**src/rtl/mvl_rx_pkg.sv**
```systemverilog
package mvl_rx_pkg;

  typedef enum logic [1:0] {
    ST_RUN  = 2'd0,
    ST_PASS = 2'd1,
    ST_FAIL = 2'd2
  } rx_state_e;

  typedef struct packed {
    logic scan_en;
    logic scan_in;
    logic g2;
    logic g1;
    logic g0;
  } test_lanes_t;

endpackage

```
**src/rtl/mvl_lane_split.sv**
```systemverilog
module mvl_lane_split #(
  parameter int SYM_W = 5
) (
  input  logic             clk,
  input  logic             rst,
  input  logic             sym_valid,
  input  logic [SYM_W-1:0] sym_data,
  output logic [SYM_W-1:0] lanes
);

  // One register per lane, each loaded only when a symbol is accepted.
  for (genvar i = 0; i < SYM_W; i++) begin : g_lane
    logic lane_q;
    always_ff @(posedge clk) begin
      if (rst) begin
        lane_q <= 1'b0;
      end else if (sym_valid) begin
        lane_q <= sym_data[i];
      end
    end
    assign lanes[i] = lane_q;
  end

  // with no valid symbol the lanes hold.
  p_lanes_hold_r3: assert property (@(posedge clk) disable iff (rst)
    !sym_valid |=> $stable(lanes));

endmodule

```
**src/rtl/mvl_misr.sv**
```systemverilog
module mvl_misr #(
  parameter int              SIG_W = 16,
  parameter int              SYM_W = 5,
  parameter logic [SIG_W-1:0] POLY = 16'h1021,
  parameter logic [SIG_W-1:0] SEED = 16'hFFFF
) (
  input  logic             clk,
  input  logic             rst,
  input  logic             fold_en,
  input  logic [SYM_W-1:0] sym,
  input  logic             reseed,
  output logic [SIG_W-1:0] sig_q,
  output logic [SIG_W-1:0] sig_fold
);

  logic [SIG_W-1:0] shifted;
  logic [SIG_W-1:0] stepped;

  always_comb begin
    shifted = {sig_q[SIG_W-2:0], 1'b0} ^ (sig_q[SIG_W-1] ? POLY : '0);
    stepped = shifted;
    stepped[SYM_W-1:0] = shifted[SYM_W-1:0] ^ sym;
    sig_fold = fold_en ? stepped : sig_q;
  end

  always_ff @(posedge clk) begin
    if (rst || reseed) begin
      sig_q <= SEED;
    end else begin
      sig_q <= sig_fold;
    end
  end

  // every compare is followed by a fresh seed.
  p_reseed_r7: assert property (@(posedge clk) disable iff (rst)
    reseed |=> (sig_q == SEED));

  // idle cycles leave the signature alone.
  p_idle_stable_r4: assert property (@(posedge clk) disable iff (rst)
    (!fold_en && !reseed) |=> $stable(sig_q));

endmodule

```
**src/rtl/mvl_retry_ctrl.sv**
```systemverilog
module mvl_retry_ctrl
  import mvl_rx_pkg::*;
#(
  parameter int SIG_W     = 16,
  parameter int MAX_TRIES = 4
) (
  input  logic             clk,
  input  logic             rst,
  input  logic             end_of_test,
  input  logic [SIG_W-1:0] sig_fold,
  input  logic [SIG_W-1:0] exp_sig,
  output logic             pass,
  output logic             fail,
  output logic             retest_req
);

  localparam int            TW     = $clog2(MAX_TRIES + 1);
  localparam logic [TW-1:0] LAST   = TW'(MAX_TRIES);
  localparam logic [TW-1:0] PENULT = TW'(MAX_TRIES - 1);

  rx_state_e     st_q;
  logic [TW-1:0] tries_q;
  logic          match;

  assign match = (sig_fold == exp_sig);

  always_ff @(posedge clk) begin
    if (rst) begin
      st_q       <= ST_RUN;
      tries_q    <= '0;
      pass       <= 1'b0;
      fail       <= 1'b0;
      retest_req <= 1'b0;
    end else begin
      retest_req <= 1'b0;
      if (end_of_test && st_q == ST_RUN) begin
        if (match) begin
          st_q <= ST_PASS;
          pass <= 1'b1;
        end else if (tries_q == PENULT) begin
          tries_q <= LAST;
          st_q    <= ST_FAIL;
          fail    <= 1'b1;
        end else begin
          tries_q    <= tries_q + 1'b1;
          retest_req <= 1'b1;
        end
      end
    end
  end

  p_pass_sticky_r6: assert property (@(posedge clk) disable iff (rst)
    pass |=> pass);

  p_fail_sticky_r8: assert property (@(posedge clk) disable iff (rst)
    fail |=> fail);

  p_fail_at_limit_r8: assert property (@(posedge clk) disable iff (rst)
    $rose(fail) |-> (tries_q == LAST));

  p_tries_bound_r8: assert property (@(posedge clk) disable iff (rst)
    tries_q <= LAST);

  p_retest_clean_r7: assert property (@(posedge clk) disable iff (rst)
    retest_req |-> (!pass && !fail));

  p_done_frozen_r9: assert property (@(posedge clk) disable iff (rst)
    (st_q != ST_RUN) |=> ($stable(tries_q) && !retest_req));

  p_exclusive_r10: assert property (@(posedge clk) disable iff (rst)
    !(pass && fail));

endmodule

```
**src/rtl/mvl_test_rx.sv**
```systemverilog
module mvl_test_rx
  import mvl_rx_pkg::*;
#(
  parameter int               SYM_W     = 5,
  parameter int               SIG_W     = 16,
  parameter logic [SIG_W-1:0] POLY      = 16'h1021,
  parameter logic [SIG_W-1:0] SEED      = 16'hFFFF,
  parameter int               MAX_TRIES = 4
) (
  input  logic             clk,
  input  logic             rst,
  input  logic             sym_valid,
  input  logic [SYM_W-1:0] sym_data,
  input  logic             end_of_test,
  input  logic [SIG_W-1:0] exp_sig,
  output logic             tst_g0,
  output logic             tst_g1,
  output logic             tst_g2,
  output logic             tst_scan_in,
  output logic             tst_scan_en,
  output logic             pass,
  output logic             fail,
  output logic             retest_req
);

  logic [SYM_W-1:0] lanes;
  test_lanes_t      lane_s;
  logic [SIG_W-1:0] sig_q;
  logic [SIG_W-1:0] sig_fold;

  mvl_lane_split #(.SYM_W(SYM_W)) u_split (
    .clk       (clk),
    .rst       (rst),
    .sym_valid (sym_valid),
    .sym_data  (sym_data),
    .lanes     (lanes)
  );

  mvl_misr #(
    .SIG_W (SIG_W),
    .SYM_W (SYM_W),
    .POLY  (POLY),
    .SEED  (SEED)
  ) u_misr (
    .clk      (clk),
    .rst      (rst),
    .fold_en  (sym_valid),
    .sym      (sym_data),
    .reseed   (end_of_test),
    .sig_q    (sig_q),
    .sig_fold (sig_fold)
  );

  mvl_retry_ctrl #(
    .SIG_W     (SIG_W),
    .MAX_TRIES (MAX_TRIES)
  ) u_ctrl (
    .clk         (clk),
    .rst         (rst),
    .end_of_test (end_of_test),
    .sig_fold    (sig_fold),
    .exp_sig     (exp_sig),
    .pass        (pass),
    .fail        (fail),
    .retest_req  (retest_req)
  );

  assign lane_s      = test_lanes_t'(lanes[4:0]);
  assign tst_g0      = lane_s.g0;
  assign tst_g1      = lane_s.g1;
  assign tst_g2      = lane_s.g2;
  assign tst_scan_in = lane_s.scan_in;
  assign tst_scan_en = lane_s.scan_en;

  // an accepted symbol appears on the lanes one clock later.
  p_lane_map_r2: assert property (@(posedge clk) disable iff (rst)
    sym_valid |=> ({tst_scan_en, tst_scan_in, tst_g2, tst_g1, tst_g0} == $past(sym_data[4:0])));

  // at the very start of a pass the signature is the seed.
  p_seed_after_reset_r4: assert property (@(posedge clk)
    $fell(rst) |-> (sig_q == SEED));

endmodule

```
**config.mk**
```make
export PLATFORM = sky130hd
export DESIGN_NAME = mvl_test_rx
export DESIGN_NICKNAME = d
export VERILOG_FILES = /design/src/rtl/mvl_rx_pkg.sv /design/src/rtl/mvl_lane_split.sv /design/src/rtl/mvl_misr.sv /design/src/rtl/mvl_retry_ctrl.sv /design/src/rtl/mvl_test_rx.sv
export SDC_FILE = /design/constraint.sdc
export NUM_CORES = 1
export LEC_CHECK = 0
export ABC_AREA = 1
export CAP_MARGIN = 30
export CORE_MARGIN = 2
export CORE_UTILIZATION = 30
export CTS_CLUSTER_DIAMETER = 50
export CTS_CLUSTER_SIZE = 28
export DETAILED_ROUTE_END_ITERATION = 8
export PLACE_DENSITY = 0.63
export SKIP_LAST_GASP = 1
export SLEW_MARGIN = 0
export SYNTH_ARGS = -nofsm -noshare
export SYNTH_HDL_FRONTEND = slang
export SYNTH_SLANG_ARGS = --single-unit
export TNS_END_PERCENT = 50
```
**constraint.sdc**
```tcl
create_clock -name clk -period 1.89 [get_ports clk]
set_clock_uncertainty 0.1 [all_clocks]
set_input_delay 0.378 -clock clk [delete_from_list [all_inputs] [get_ports clk]]
set_output_delay 0.378 -clock clk [all_outputs]
set_load 0.02 [all_outputs]
```
==> results of run 1 <==
==> sequential cells by signal, indices dropped and copies added, names as in the netlist <==
name	flops
u_ctrl.fail	1
u_ctrl.st_q	2
u_ctrl.tries_q	3
u_ctrl.retest_req	1
u_misr.sig_q	16
u_ctrl.pass	1
u_split.g_lane.lane_q	5
==> power by group <==
part           leakage, nW  total, mW  switching, mW  internal [mW]
sequential           0.238      0.653         0.0143          0.638
combinational        0.944      0.322          0.156          0.166
clock               0.0395      0.490          0.229          0.261
total                 1.22       1.47          0.400           1.07
==> kinds of logic (layout without fill, tap and decap cells) <==
logic type	count (synthesis)	after routing	synth area share
AND/OR/NAND/NOR	162	162	0.430
buffers and inverters	44	107	0.117
flip-flops	29	29	0.369
AO/OA/AOI/OAI	18	18	0.0635
adder cells (fa/ha/maj)	2	2	0.0159
XOR/XNOR	1	1	0.00556
==> routing by layer <==
metal  vias up  part of all wire  GRT usage
li1        904                 -          -
met1       692              0.47      0.152
met2        28              0.47      0.242
met3         4             0.044     0.0415
met4         0            0.0096     0.0491
met5         -                 0          0
==> layout by cell type (no fill, tap or decap), drive strengths merged <==
cell           netlist  final
o21ai                7      7
clkdlybuf4s50        0     31
a21boi               1      1
ha                   2      2
clkbuf               1      9
or2                  3      3
a21oi               10     10
buf                  4     27
dfxtp               29     29
nand2              112    112
clkinvlp             0      1
nand3               22     22
inv                 39     39
nor2                19     19
nand3b               5      5
xnor2                1      1
nand4                1      1
==> cells in the mapped netlist <==
cell type / n
inv_2: 2
nand4_1: 1
ha_1: 2
a21boi_2: 1
nand2_2: 1
or2_2: 1
dfxtp_1: 29
o21ai_2: 1
nand3_1: 21
nor2_1: 17
nand3_2: 1
buf_6: 1
buf_4: 3
nand3b_1: 5
nor2_2: 2
nand2_1: 111
or2_1: 2
clkbuf_1: 1
inv_1: 37
xnor2_1: 1
a21oi_1: 10
o21ai_0: 6
==> final cells by class <==
cell class / instances / area (sq um)
Inverter: 39 / 149
Timing Repair inverter: 1 / 7.51
Timing Repair Buffer: 59 / 533
Clock buffer: 8 / 80.1
Fill cell: 527 / 2790
Sequential cell: 29 / 582
Multi-Input combinational cell: 183 / 846
Tap cell: 70 / 87.6
==> per-stage QoR <==
step | TNS (ps) | power, mW | cells
final | 0 | 1.47 | 389
after global routing | -16.6 | 1.55 | 389
after CTS | 0 | 1.47 | 384
after detailed placement | -4220 | 0.972 | 376
after global placement | -3930 | 0.967 | 376
after floorplan | 0 | 0.826 | 256
==> final timing paths <==
kind,endpoint,slack (ps),depth (start not counted)
worst max-delay path,u_ctrl.tries_q[2]$_SDFFE_PP0P_,150,12
worst min-delay path,u_ctrl.pass$_SDFFE_PP0P_,350,2
worst max register to register,u_ctrl.tries_q[2]$_SDFFE_PP0P_,320,12
worst min register to register,u_ctrl.pass$_SDFFE_PP0P_,350,2
==> worst min-delay path, cell delays in order (launching register included) <==
cell and delay, ps:
dfxtp_1 310, inv_1 40, a21oi_1 50
==> timing repair <==
item / in CTS / in global routing
setup buffers: 0 / 4
setup endpoints to repair: 8 / 8
pin swaps: 0 / 2
hold endpoints to repair: 0 / 0
gates cloned: 0 / 1
gates resized for setup: 4 / 13
==> results.ini, run 1 <==
[cts]
insertion_delay_ps = 280
cts-root-buf = clkbuf_8
cts.clk_slew.worst_paths_ps = 60
cts_buffers = 5
cts.sinks = 29
cts_tree = yes
cts_hold_buf = 0
htree_num_levels = 2
cts_max_path_buffers = 2

[sta]
rsz0062_at_grt = true
hold_viol = 0
fin_crit_ps = 1740
fmax_mhz = 573
worst_pin_slew_ps = 227
fin_ws_ps = 145
hold_ws_ps = 350
setup_violations = 0
slew_viol_final = 0
period_share = 0.923
relSlewSlack = 0.849

[floorplan]
num_rows = 26
ios = 33
die_w_um = 76.5
fp.dieH_um = 76.5
core_sq_um = 5070
initial_utilization = 0.310
dieArea_sq_um = 5850

[detailed_routing]
wl_per_cell_um = 9.12
drc = 0
vias_per_cell = 4.19
drt-initial-drc-count = 23
ant_nets = 0
drtPass1Iterations = 4
wl_mm = 3.55
via_count = 1628

[critical_path]
cp_cell_sequence = clkdlybuf4s50_1, nand2_1, inv_1, o21ai_2, nand2_1, nand2_1, nand2_1, nand2_1, nor2_4, nand3_4, a21oi_1, nor2_1
slowest_delay_ps = 510
cpMostUsedCell = nand2_1
crit_type = in2reg
crit_slowest_cell = clkdlybuf4s50_1
critPathArrivalTime_ps = 1820
crit_required_ps = 1960
crit_buf_inv = 2
endpoint_kind = flip-flop
r2r_start = u_misr.sig_q[15]$_SDFF_PP1_
cpLargestDelayFamily = simple AND/OR/NAND/NOR gates
worst_setup_path_start_kind = primary input
critPathLaunch = sym_data[2]
cp_max_fo = 8

[power]
power.leakage_nw = 1.22
ir_drop_mv = 0.231
powerDensity_nw_per_um2 = 641

[placement]
place_hpwl_mm = 2.71
place_congestion = 0.759
post-place-ws_ps = -569
post_dp_cell_area_sq_um = 2130
io_buffers = 32

[status]
run_status = complete, no violations

[flow_run]
drv_cap = 0

[grt]
grt_pass1_wl_mm = 6.44
antenna_found_initial = 0
grt_pass1_vias = 1520
grt_max_degree = 17
grt.total_usage = 0.136
grt-ovfl-total = 0

[layout]
nets = 345
finish.utilization = 0.450
antenna_cells = 0
area_growth_pct = 45.0
drive_above_1_share = 0.154
fin_area_sq_um = 2280

[synth]
netlist.area_leader.share = 0.369
ys_top_cells_by_area = dfxtp_1 (37%), nand2_1 (26%), inv_1 (8.8%)
synth-seq-cells = 29
ys_warn_count = 0
synth_largest_area_cell = dfxtp_1
synth_nets = 283
ys_types = 22
avgSynthCellArea_sq_um = 6.15
netlist_area_sq_um = 1580
syn_inst = 256
seq_area_frac_synth = 0.369

[hold_path]
min-delay-path-class = reg2reg
worstHoldStart = u_ctrl.pass$_SDFFE_PP0P_

Power figures use the tool's default switching activity.
==> run 2: changes to the inputs <==
Settings changed: TNS_END_PERCENT 50 to unset.
Clock period 1.89 ns to 1.8 ns, I/O delays scaled along.
==> results.ini, run 2 (same netlist as run 1, synthesis figures left out) <==
[status]
run_status = complete, no violations

[placement]
post-place-ws_ps = -634  ; -65.4 ps
place_hpwl_mm = 2.83  ; +4.5%
post_dp_cell_area_sq_um = 2150  ; +0.70%
place_congestion = 0.773  ; +1.8%
io_buffers = 32  ; unchanged

[cts]
insertion_delay_ps = 280  ; about the same
htree_num_levels = 2  ; unchanged
cts.sinks = 29  ; unchanged
cts.clk_slew.worst_paths_ps = 60  ; about the same
cts_max_path_buffers = 2  ; unchanged
cts_tree = yes
cts_buffers = 5  ; unchanged
cts-root-buf = clkbuf_8
cts_setup_buffers = 0  ; unchanged

[power]
p_sw_uw = 425  ; +6.2%
powerDensity_nw_per_um2 = 664  ; +3.6%
p_int_mw = 1.11  ; +4.1%
ir_drop_mv = 0.279  ; +21%
combPwrFrac = 0.223  ; +0.003
p_sw_frac = 0.277  ; +0.00400
power.leakage_nw = 1.27  ; +3.8%
clkPwrFrac = 0.331  ; -0.004
pwr-share-seq = 0.446  ; about the same

[critical_path]
critPathArrivalTime_ps = 1760  ; -60 ps
cp_cell_sequence = clkdlybuf4s50_1, nand3b_1, nand2_1, nand2_1, nor2_1, nand2_1, nor2_4, nand3_4, a21oi_1, nor2_1
rrSetupSlack_ps = 180  ; -140 ps
crit_type = in2reg
slowest_delay_ps = 420  ; -90 ps
ff2ff_path_depth = 12  ; unchanged
r2r_end = u_ctrl.tries_q[0]$_SDFFE_PP0P_
endpoint_kind = flip-flop
cp_max_fo = 8  ; unchanged
r2r_start = u_misr.sig_q[15]$_SDFF_PP1_
worst_setup_path_start_kind = primary input
cpMostUsedCell = nand2_1
crit_slowest_cell = clkdlybuf4s50_1
crit_required_ps = 1870  ; -90 ps

[hold_path]
worstHoldStart = sym_data[3]
hold_end = u_split.g_lane[3].lane_q$_SDFFE_PP0P_
min-delay-path-class = in2reg
whs_path_depth = 3  ; +1

[grt]
grt-ovfl-total = 0  ; unchanged
grt_pass1_vias = 1465  ; -3.6%
grt_pass1_wl_mm = 6.26  ; -2.9%
grt_max_degree = 16  ; -1
grt.total_usage = 0.134  ; -0.00204
antenna_found_initial = 0  ; unchanged

[layout]
area_growth_pct = 46.6
final_common_cell = nand2_1
drive_above_1_share = 0.177  ; +0.0236
largest-register = u_misr.sig_q
antenna_cells = 0  ; unchanged
fin_area_sq_um = 2310  ; +1.1%
nets = 342  ; -0.87%
final_cell_mix = nand2_1 (108), inv_1 (35), dfxtp_1 (28), clkdlybuf4s50_1 (26), buf_4 (23)
largest_reg_flops = 16  ; unchanged
finish.utilization = 0.455  ; +0.00493
largestRegisters = u_misr.sig_q: 16 flops, u_split.g_lane.lane_q: 5 flops, u_ctrl.tries_q: 3 flops

[detailed_routing]
drc = 0  ; unchanged
vias_per_cell = 4.23  ; +0.96%
ant_nets = 0  ; unchanged
drtPass1Iterations = 4  ; unchanged
met2_length_mm = 1.79  ; +6.6%
top_layer_used = met4
drt-initial-drc-count = 56  ; +140%
wl_met3_um = 130  ; -16%
wl_per_cell_um = 9.36  ; +2.6%
via_count = 1631  ; +0.18%
wl_met1_mm = 1.65  ; -1.8%
wl_mm = 3.61  ; +1.8%

[sta]
fin_crit_ps = 1680
slew_viol_final = 0  ; unchanged
worst_pin_slew_ps = 230  ; +3.02 ps
fin_ws_ps = 118  ; -27.8 ps
fmax_mhz = 594
relSlewSlack = 0.847  ; -0.00202
setup_violations = 0  ; unchanged
setup-tns-final_ps = 0  ; unchanged
hold_viol = 0  ; unchanged
period_share = 0.935

[flow_run]
drv_cap = 0  ; unchanged

[floorplan]
core_sq_um = 5070  ; unchanged
die_w_um = 76.5  ; unchanged
fp.dieH_um = 76.5  ; unchanged
initial_utilization = 0.310  ; unchanged
num_rows = 26  ; unchanged
dieArea_sq_um = 5850  ; unchanged
ios = 33  ; unchanged

## run 2: changes by cell type in the layout (fill, tap and decap cells not counted), moves of 2 or more
cell             previous run  this run
clkdlybuf4s50_1            31        26
dlymetal6s2s_1              0         5
buf_4                      26        23
nand2_1                   111       108
nand2_2                     1         4
nand3_1                    21        18
nand3_2                     0         3
clkbuf_1                    3         1
clkinv_2                    0         2
## run 2: critical path, delay by kind of cell
kind            cells  cell delay, ps
simple gates        8             800
compound gates      1             160
buf+inv             1             420
## run 2: per-stage QoR
stage          instances  hold WS, ps  total power, mW
2_1_floorplan        256          324            0.867
3_3_place_gp         378          336             1.02
3_5_place_dp         378          340             1.03
4_1_cts              386          349             1.55
5_1_grt              386          294             1.64
6_report             386          280             1.53
## run 2: layout make-up
type	count	area, sq um
Multi-Input combinational cell	183	872
Tap cell	70	87.6
Timing Repair Buffer	57	532
Sequential cell	29	584
Clock buffer	6	72.6
Fill cell	539	2770
Clock inverter	2	10.0
Inverter	39	151
## run 2: layer usage
layer,vias up,global-route usage
met4,0,0.0491
met2,27,0.237
met1,706,0.150
met3,4,0.0427
met5,-,0
li1,894,-
## run 2: worst max-delay path by stage
| stage | to | startpoint | depth (start not counted) |
|---|---|---|---|
| 6_report | u_ctrl.tries_q[0]$_SDFFE_PP0P_ | exp_sig[7] | 10 |
| 5_1_grt | u_ctrl.tries_q[2]$_SDFFE_PP0P_ | exp_sig[14] | 10 |
| 4_1_cts | u_ctrl.pass$_SDFFE_PP0P_ | sym_data[3] | 12 |
| 3_5_place_dp | u_ctrl.fail$_SDFFE_PP0P_ | sym_valid | 13 |
| 2_1_floorplan | u_ctrl.tries_q[0]$_SDFFE_PP0P_ | sym_valid | 10 |
| 3_3_place_gp | u_ctrl.tries_q[0]$_SDFFE_PP0P_ | sym_valid | 11 |
## run 2: power groups by stage
| stage | logic (mW) | registers (mW) | clock network, mW |
|---|---|---|---|
| after floorplan | 0.159 | 0.708 | 0 |
| after global placement | 0.322 | 0.698 | 0 |
| after detailed placement | 0.326 | 0.699 | 0 |
| after CTS | 0.333 | 0.685 | 0.527 |
| after global routing | 0.385 | 0.688 | 0.571 |
| final | 0.342 | 0.685 | 0.508 |
## run 2: what timing repair did
item | in CTS | in global routing
resized for setup | 8 | 25
pin swaps | 0 | 8
endpoints found under the setup margin | 8 | 8
hold buffers | 0 | 0
